File: src/rtl/amp_pwr_pkg.sv
package amp_pwr_pkg;

    typedef enum logic [2:0] {
        ST_SHDN  = 3'd0,
        ST_DEEP  = 3'd1,
        ST_SLEEP = 3'd2,
        ST_HIZ   = 3'd3,
        ST_PLAY  = 3'd4
    } pwr_state_e;

    localparam logic [1:0] MODE_DEEP  = 2'b00;
    localparam logic [1:0] MODE_SLEEP = 2'b01;
    localparam logic [1:0] MODE_HIZ   = 2'b10;
    localparam logic [1:0] MODE_PLAY  = 2'b11;

    localparam logic [7:0] ADDR_PAGE = 8'h00;
    localparam logic [7:0] ADDR_BOOK = 8'h7F;
    localparam logic [7:0] ADDR_MODE = 8'h68;

    function automatic pwr_state_e mode_to_state(input logic [1:0] m);
        unique case (m)
            MODE_DEEP:  return ST_DEEP;
            MODE_SLEEP: return ST_SLEEP;
            MODE_HIZ:   return ST_HIZ;
            default:    return ST_PLAY;
        endcase
    endfunction

endpackage

File: src/rtl/amp_cfg_regs.sv
module amp_cfg_regs
    import amp_pwr_pkg::*;
#(
    parameter int ADDR_W = 8,
    parameter int DATA_W = 8
) (
    input  logic              clk,
    input  logic              rst_n,
    input  logic              wr_en,
    input  logic [ADDR_W-1:0] wr_addr,
    input  logic [DATA_W-1:0] wr_data,
    output logic              mode_wr,
    output logic [1:0]        mode_val
);
    localparam logic [ADDR_W-1:0] A_PAGE = ADDR_W'(ADDR_PAGE);
    localparam logic [ADDR_W-1:0] A_BOOK = ADDR_W'(ADDR_BOOK);
    localparam logic [ADDR_W-1:0] A_MODE = ADDR_W'(ADDR_MODE);

    logic [DATA_W-1:0] book_q;
    logic [DATA_W-1:0] page_q;
    logic              bank_zero;

    always_ff @(posedge clk or negedge rst_n) begin
        if (!rst_n) begin
            book_q <= '0;
            page_q <= '0;
        end else if (wr_en) begin
            if (wr_addr == A_BOOK) book_q <= wr_data;
            if (wr_addr == A_PAGE) page_q <= wr_data;
        end
    end

    assign bank_zero = (book_q == '0) && (page_q == '0);
    assign mode_wr   = wr_en && (wr_addr == A_MODE) && bank_zero;
    assign mode_val  = wr_data[1:0];

    // a mode write is accepted only with book and page at zero
    a_r3_bank_gate: assert property (@(posedge clk) disable iff (!rst_n)
        mode_wr |-> (book_q == '0 && page_q == '0));

endmodule

File: src/rtl/amp_exit_guard.sv
module amp_exit_guard
    import amp_pwr_pkg::*;
(
    input  logic       clk,
    input  logic       rst_n,
    input  logic       mode_wr,
    input  logic [1:0] mode_val,
    output logic       refuse,
    output logic       seq_err
);
    localparam int STEPS = 3;
    localparam int SW    = $clog2(STEPS + 1);

    logic          armed_q;
    logic [SW-1:0] stage_q;
    logic [1:0]    expect_mode;

    always_comb begin
        unique case (stage_q)
            SW'(0):  expect_mode = MODE_HIZ;
            SW'(1):  expect_mode = MODE_DEEP;
            SW'(2):  expect_mode = MODE_HIZ;
            default: expect_mode = MODE_PLAY;
        endcase
    end

    assign refuse = mode_wr && armed_q && (mode_val == MODE_PLAY) && (stage_q != SW'(STEPS));

    always_ff @(posedge clk or negedge rst_n) begin
        if (!rst_n) begin
            armed_q <= 1'b1;
            stage_q <= '0;
            seq_err <= 1'b0;
        end else if (mode_wr) begin
            seq_err <= refuse;
            if (armed_q) begin
                if (mode_val == MODE_PLAY) begin
                    stage_q <= '0;
                    armed_q <= refuse;
                end else if (mode_val == expect_mode) begin
                    stage_q <= stage_q + SW'(1);
                end else begin
                    stage_q <= (mode_val == MODE_HIZ) ? SW'(1) : SW'(0);
                end
            end else if (mode_val == MODE_DEEP) begin
                armed_q <= 1'b1;
                stage_q <= '0;
            end
        end
    end

    // a refused play request raises the error flag
    a_r8_refuse_flags: assert property (@(posedge clk) disable iff (!rst_n)
        refuse |=> seq_err);
    // an accepted, non-refused mode write clears the flag
    a_r9_err_clears: assert property (@(posedge clk) disable iff (!rst_n)
        (mode_wr && !refuse) |=> !seq_err);

endmodule

File: src/rtl/amp_settle_timer.sv
module amp_settle_timer #(
    parameter int SETTLE_CYC = 4
) (
    input  logic clk,
    input  logic rst_n,
    input  logic ana_on,
    input  logic ana_ready,
    output logic settled
);
    localparam int CW = $clog2(SETTLE_CYC + 1);
    localparam logic [CW-1:0] LIMIT = CW'(SETTLE_CYC);

    logic [CW-1:0] cnt_q;

    always_ff @(posedge clk or negedge rst_n) begin
        if (!rst_n)                    cnt_q <= '0;
        else if (!(ana_on && ana_ready)) cnt_q <= '0;
        else if (cnt_q != LIMIT)       cnt_q <= cnt_q + CW'(1);
    end

    assign settled = (cnt_q == LIMIT);

    // settling needs the ready input seen high on the previous edge
    a_r10_ready_seen: assert property (@(posedge clk) disable iff (!rst_n)
        settled |-> $past(ana_ready));

endmodule

File: src/rtl/amp_pwr_mode_ctrl.sv
module amp_pwr_mode_ctrl
    import amp_pwr_pkg::*;
#(
    parameter int SETTLE_CYC = 4
) (
    input  logic       clk,
    input  logic       pdn_n,
    input  logic       wr_en,
    input  logic [7:0] wr_addr,
    input  logic [7:0] wr_data,
    input  logic       ana_ready,
    output logic       core_ldo_en,
    output logic       ana_ldo_en,
    output logic       drv_en,
    output logic       out_hiz,
    output logic       dsp_run,
    output logic [2:0] state,
    output logic       seq_err
);
    pwr_state_e state_q, state_d;
    logic       mode_wr, mode_go, refuse, settled;
    logic [1:0] mode_val;

    amp_cfg_regs #(.ADDR_W(8), .DATA_W(8)) u_regs (
        .clk(clk), .rst_n(pdn_n), .wr_en(wr_en), .wr_addr(wr_addr),
        .wr_data(wr_data), .mode_wr(mode_wr), .mode_val(mode_val)
    );

    assign mode_go = mode_wr && (state_q != ST_SHDN);

    amp_exit_guard u_guard (
        .clk(clk), .rst_n(pdn_n), .mode_wr(mode_go), .mode_val(mode_val),
        .refuse(refuse), .seq_err(seq_err)
    );

    amp_settle_timer #(.SETTLE_CYC(SETTLE_CYC)) u_settle (
        .clk(clk), .rst_n(pdn_n), .ana_on(ana_ldo_en),
        .ana_ready(ana_ready), .settled(settled)
    );

    always_comb begin
        state_d = state_q;
        unique case (state_q)
            ST_SHDN: state_d = ST_DEEP;
            ST_DEEP, ST_SLEEP, ST_HIZ, ST_PLAY: begin
                if (mode_go) state_d = refuse ? ST_DEEP : mode_to_state(mode_val);
            end
            default: state_d = ST_SHDN;
        endcase
    end

    always_ff @(posedge clk or negedge pdn_n) begin
        if (!pdn_n) state_q <= ST_SHDN;
        else        state_q <= state_d;
    end

    always_comb begin
        core_ldo_en = 1'b1;
        ana_ldo_en  = 1'b1;
        dsp_run     = 1'b1;
        drv_en      = 1'b0;
        unique case (state_q)
            ST_SHDN: begin
                core_ldo_en = 1'b0;
                ana_ldo_en  = 1'b0;
                dsp_run     = 1'b0;
            end
            ST_DEEP:  ana_ldo_en = 1'b0;
            ST_SLEEP: ;
            ST_HIZ:   ;
            ST_PLAY:  drv_en = settled;
            default: begin
                core_ldo_en = 1'b0;
                ana_ldo_en  = 1'b0;
                dsp_run     = 1'b0;
            end
        endcase
        out_hiz = !drv_en;
    end

    assign state = state_q;

    // shutdown always gives way to deep sleep on the next edge
    a_r2_wake_deep: assert property (@(posedge clk) disable iff (!pdn_n)
        (state_q == ST_SHDN) |=> (state_q == ST_DEEP));
    // a refused play request lands in deep sleep
    a_r8_refuse_deep: assert property (@(posedge clk) disable iff (!pdn_n)
        refuse |=> (state_q == ST_DEEP));
    // play is entered from hi-Z or sleep only, never straight from deep sleep
    a_r7_no_deep_to_play: assert property (@(posedge clk) disable iff (!pdn_n)
        (state_q == ST_DEEP) |=> (state_q != ST_PLAY));
    // the driver is enabled only in play with the analog regulator on
    a_r10_drv_play_only: assert property (@(posedge clk) disable iff (!pdn_n)
        drv_en |-> (state_q == ST_PLAY && ana_ldo_en && !out_hiz));

endmodule

File: config.mk
export PLATFORM = sky130hd
export DESIGN_NAME = amp_pwr_mode_ctrl
export DESIGN_NICKNAME = d
export VERILOG_FILES = /design/src/rtl/amp_pwr_pkg.sv /design/src/rtl/amp_cfg_regs.sv /design/src/rtl/amp_exit_guard.sv /design/src/rtl/amp_settle_timer.sv /design/src/rtl/amp_pwr_mode_ctrl.sv
export SDC_FILE = /design/constraint.sdc
export NUM_CORES = 1
export LEC_CHECK = 0
export ABC_AREA = 1
export BUFFER_PORTS_ARGS = -buffer_cell sky130_fd_sc_hd__buf_2
export CORE_MARGIN = 2
export CORE_UTILIZATION = 30
export CTS_CLUSTER_SIZE = 10
export DETAILED_ROUTE_END_ITERATION = 6
export PLACE_DENSITY_LB_ADDON = 0.3
export RECOVER_POWER = 50
export SLEW_MARGIN = 20
export SYNTH_ARGS = -nofsm -noshare
export SYNTH_HDL_FRONTEND = slang
export SYNTH_SLANG_ARGS = --single-unit
File: constraint.sdc
create_clock -name clk -period 2.21 [get_ports clk]
set_input_delay 0.221 -clock clk [delete_from_list [all_inputs] [get_ports clk]]
set_output_delay 0.221 -clock clk [all_outputs]
set_load 0.02 [all_outputs]
==> summary.md <==
| Metric | Value |
|---|---|
| DP Worst Slack | `~0.70 ns` |
| First-pass GRT wire length | `approximately 4.8 mm` |
| Leak pwr | `between 0.0009 and 0.001 uW` |
| Crit end category | `async pin` |
| Design area | `between 0.0015 and 0.002 mm2` |
| Die height | `roughly 75 um` |
| Hold Fails Final Rpt | `0` |
| CTS Buf Count | `3` |
| Rel. slew slack | `roughly 6.6%` |
| Core ar. | `0.00479 mm2` |
| DRC errors left | `0` |
| # setup viols final | `0` |
| Clk_skew | `about 0.0027 ns` |
| Kind of critical path | `in -> async` |
| Worst Setup Start Kind | `primary input` |
| CP arrival | `approximately 1.8 ns` |
| Worst flop-to-flop path startpoint | `state[1]$_DFFE_PN0P_` |
| IO Pins | `29` |
| Multi-input logic area | `689 um2` |
| Crit Path Max Fanout | `26` |
| Share of layout cells above drive strength 1 | `a little under a quarter` |
| Worst path max stage delay | `a little over 1 ns` |
| Die Area | `around 0.0056 mm2` |
| Worst path slowest cell | `clkbuf_1` |
| Crit. Startpoint | `pdn_n` |
| Stages on the worst setup path | `2` |
| Post-CTS resize count | `0` |
| Post-synth cell types | `27` |
| Detailed-placement wirelength estimate | `2.10 mm` |
| WHS | `between 0.2 and 0.25 ns` |
| Starting density of the core | `a little under a third` |
| Row cnt | `25` |
| R2R cell count | `9` |
| # diodes | `0` |
| Hold/Removal Path Class | `in -> reg` |
| GPL Wtd Cong | `between 0.6 and 0.7` |
| Routed length per placed instance | `~9.5 um` |
| Post-synthesis register bit count | `26` |
| F_max | `~620 MHz` |
| Reg2reg end | `u_guard.stage_q[0]$_DFFE_PN0P_` |
| 1st-iter DRT viols | `37` |
| Port bufs | `28` |
| Clock sink count | `26` |
| Worst skew pair latency | `about 0.27 ns` |
| Setup TNS | `0 ns` |
| Crit path cell chain | `dlygate4sd3_1 > clkbuf_1` |
| Kind of cell adding the most delay to the critical path | `buffers and inverters` |
| Drt first pass iters | `4` |
| Initial antenna violation count | `0` |
| GRT overflow | `0` |
| R2R setup slack | `0.85 ns` |
| Vias in the first global route | `about 1200` |
| PwrDens | `a little over 700 mW/mm2` |
| Total global-route track usage | `around 11%` |
| Unrepaired setup endpoints after global routing | `false` |
| Syn avg cell area | `7.94 um2` |
| Ys Warns | `0` |
| Clock root buffer | `clkbuf_8` |
| Sequential-to-total area share from yosys stat | `a little over two fifths` |
| Largest net degree at the start of global routing | `27` |
| Post-route ant nets | `0` |
| DIE WIDTH | `74.9 um` |
| Worst path buffer plus inverter count | `2` |
| Final worst setup slack | `around 0.59 ns` |
| H-tree Lvls | `1` |
| DR vias | `1187` |
| Post-Syn Area | `roughly 0.0015 mm2` |
| Max-slew violations | `0` |
| Run status | `completed` |
| Post-Layout Cell Count | `between 200 and 300` |
| Peak VDD IR | `approximately 0.25 mV` |
| Critical path endpoint | `u_regs.book_q[1]$_DFFE_PN0P_` |
| Vias per Instance | `4.14` |
| Clk pin slew, worst setup/hold paths | `around 0.090 ns` |
| Ratio of final minimum period to clock period | `approximately three quarters` |
| Layout area overhead | `18.3%` |
| DRT Wirelength | `2.73 mm` |
| CTS tree | `built` |
| CP Data Required Time | `approximately 2.4 ns` |
| Post-synthesis net count | `218` |
| MaxCap Viol Count | `0` |
| Filler Cell Count | `between 500 and 600` |
| Layout Nets | `249` |
| Fin crit period | `around 1.6 ns` |
| Reg area | `652 um2` |
| Longest Clk Path Bufs | `2` |
| Worst-margin pin slew | `approximately 1.4 ns` |
| Cell area after placement | `between 0.0015 and 0.002 mm2` |
| Cell count after placement | `282` |
| Synthesized instance count | `190` |
-- synthesized netlist by cell type (all sizes together) --
library cell   n  area [um2]
inv           38         143
a21oi          5        25.0
nor2          22        97.6
buf            3        23.8
dfstp          1        26.3
nor3           2        10.0
nand2         52         213
o21a           1        7.51
dfrtp         25         626
and3           1        7.51
xnor2          2        17.5
nor4           1        12.5
nand4          3        31.3
ha             8         100
o21ai         20         130
xor2           2        17.5
nand3          4        20.0
-- cell type report --
class | instances | share of cell area, %
Multi-Input combinational cell | 123 | 38.7
Clock buffer | 3 | 2.32
Clock inverter | 1 | 1.68
Sequential cell | 26 | 36.6
Tap cell | 67 | 4.70
Inverter | 38 | 8.00
Timing Repair Buffer | 29 | 8.07
-- per-layer routing --
layer	GRT usage (%)	routed length (um)	up-vias
met2	17.7	1190	20
met1	14.7	1400	525
met3	2.14	89	4
li1	-	-	638
met4	5.36	56	0
met5	0	0	-
-- how the worst min path moves through the flow --
stage | from | endpoint | slack (ns) | depth (start not counted)
after floorplan | pdn_n | state[0]$_DFFE_PN0P_ | -0.07 | 0
after global placement | pdn_n | u_regs.book_q[3]$_DFFE_PN0P_ | 0.27 | 1
after detailed placement | pdn_n | u_regs.page_q[3]$_DFFE_PN0P_ | 0.26 | 1
after CTS | wr_data[6] | u_regs.page_q[6]$_DFFE_PN0P_ | 0.20 | 3
after global routing | wr_data[6] | u_regs.page_q[6]$_DFFE_PN0P_ | 0.22 | 3
final | wr_data[6] | u_regs.page_q[6]$_DFFE_PN0P_ | 0.21 | 3
-- sequential cells by signal, indices dropped and copies added (netlist names) --
register,cells
u_settle.cnt_q,3
state,3
u_regs.page_q,8
u_guard.seq_err,1
u_regs.book_q,8
u_guard.stage_q,2
u_guard.armed_q,1
-- kinds of logic after synthesis --
group                    count (synthesis)  share of synthesized area, %
flip-flops                              26                          43.2
adder cells (fa/ha/maj)                  8                          6.64
AO/OA/AOI/OAI                           26                          10.8
AND/OR/NAND/NOR                         85                          26.0
buffers and inverters                   41                          11.0
XOR/XNOR                                 4                          2.32
-- placed cells by master, fill, tap and decap left out, types with 2 or more instances in the layout --
cell type  synthesis  routed
a21oi_1            5       5
buf_2              1      23
clkbuf_1           0       5
clkbuf_8           0       3
dfrtp_1           25      25
ha_1               8       8
inv_1             37      37
nand2_1           47      47
nand2_2            4       4
nand3_1            4       4
nand4_2            2       2
nor2_1            18      18
nor2_2             3       3
nor3_1             2       2
o21ai_0           11      11
o21ai_2            8       8
xnor2_1            2       2
xor2_1             2       2
-- timing repair --
action / in CTS / in global routing
setup buffers: 0 / 0
hold endpoints to repair: 25 / 0
endpoints found under the setup margin: 0 / 0
hold buffers: 1 / 0
-- stage by stage --
step           utilization (%)  power (uW)
2_1_floorplan                -         817
3_3_place_gp              35.7         917
3_5_place_dp              35.7         920
4_1_cts                   37.4        1320
5_1_grt                   37.3        1380
6_report                  37.3        1290
-- power breakdown --
| part | switching [uW] | leakage (uW) | internal (uW) | total (uW) |
|---|---|---|---|---|
| clock | 149 | 0.0000357 | 242 | 392 |
| sequential | 34.5 | 0.000349 | 524 | 559 |
| combinational | 220 | 0.000556 | 124 | 344 |
Power figures use the tool's default switching activity.
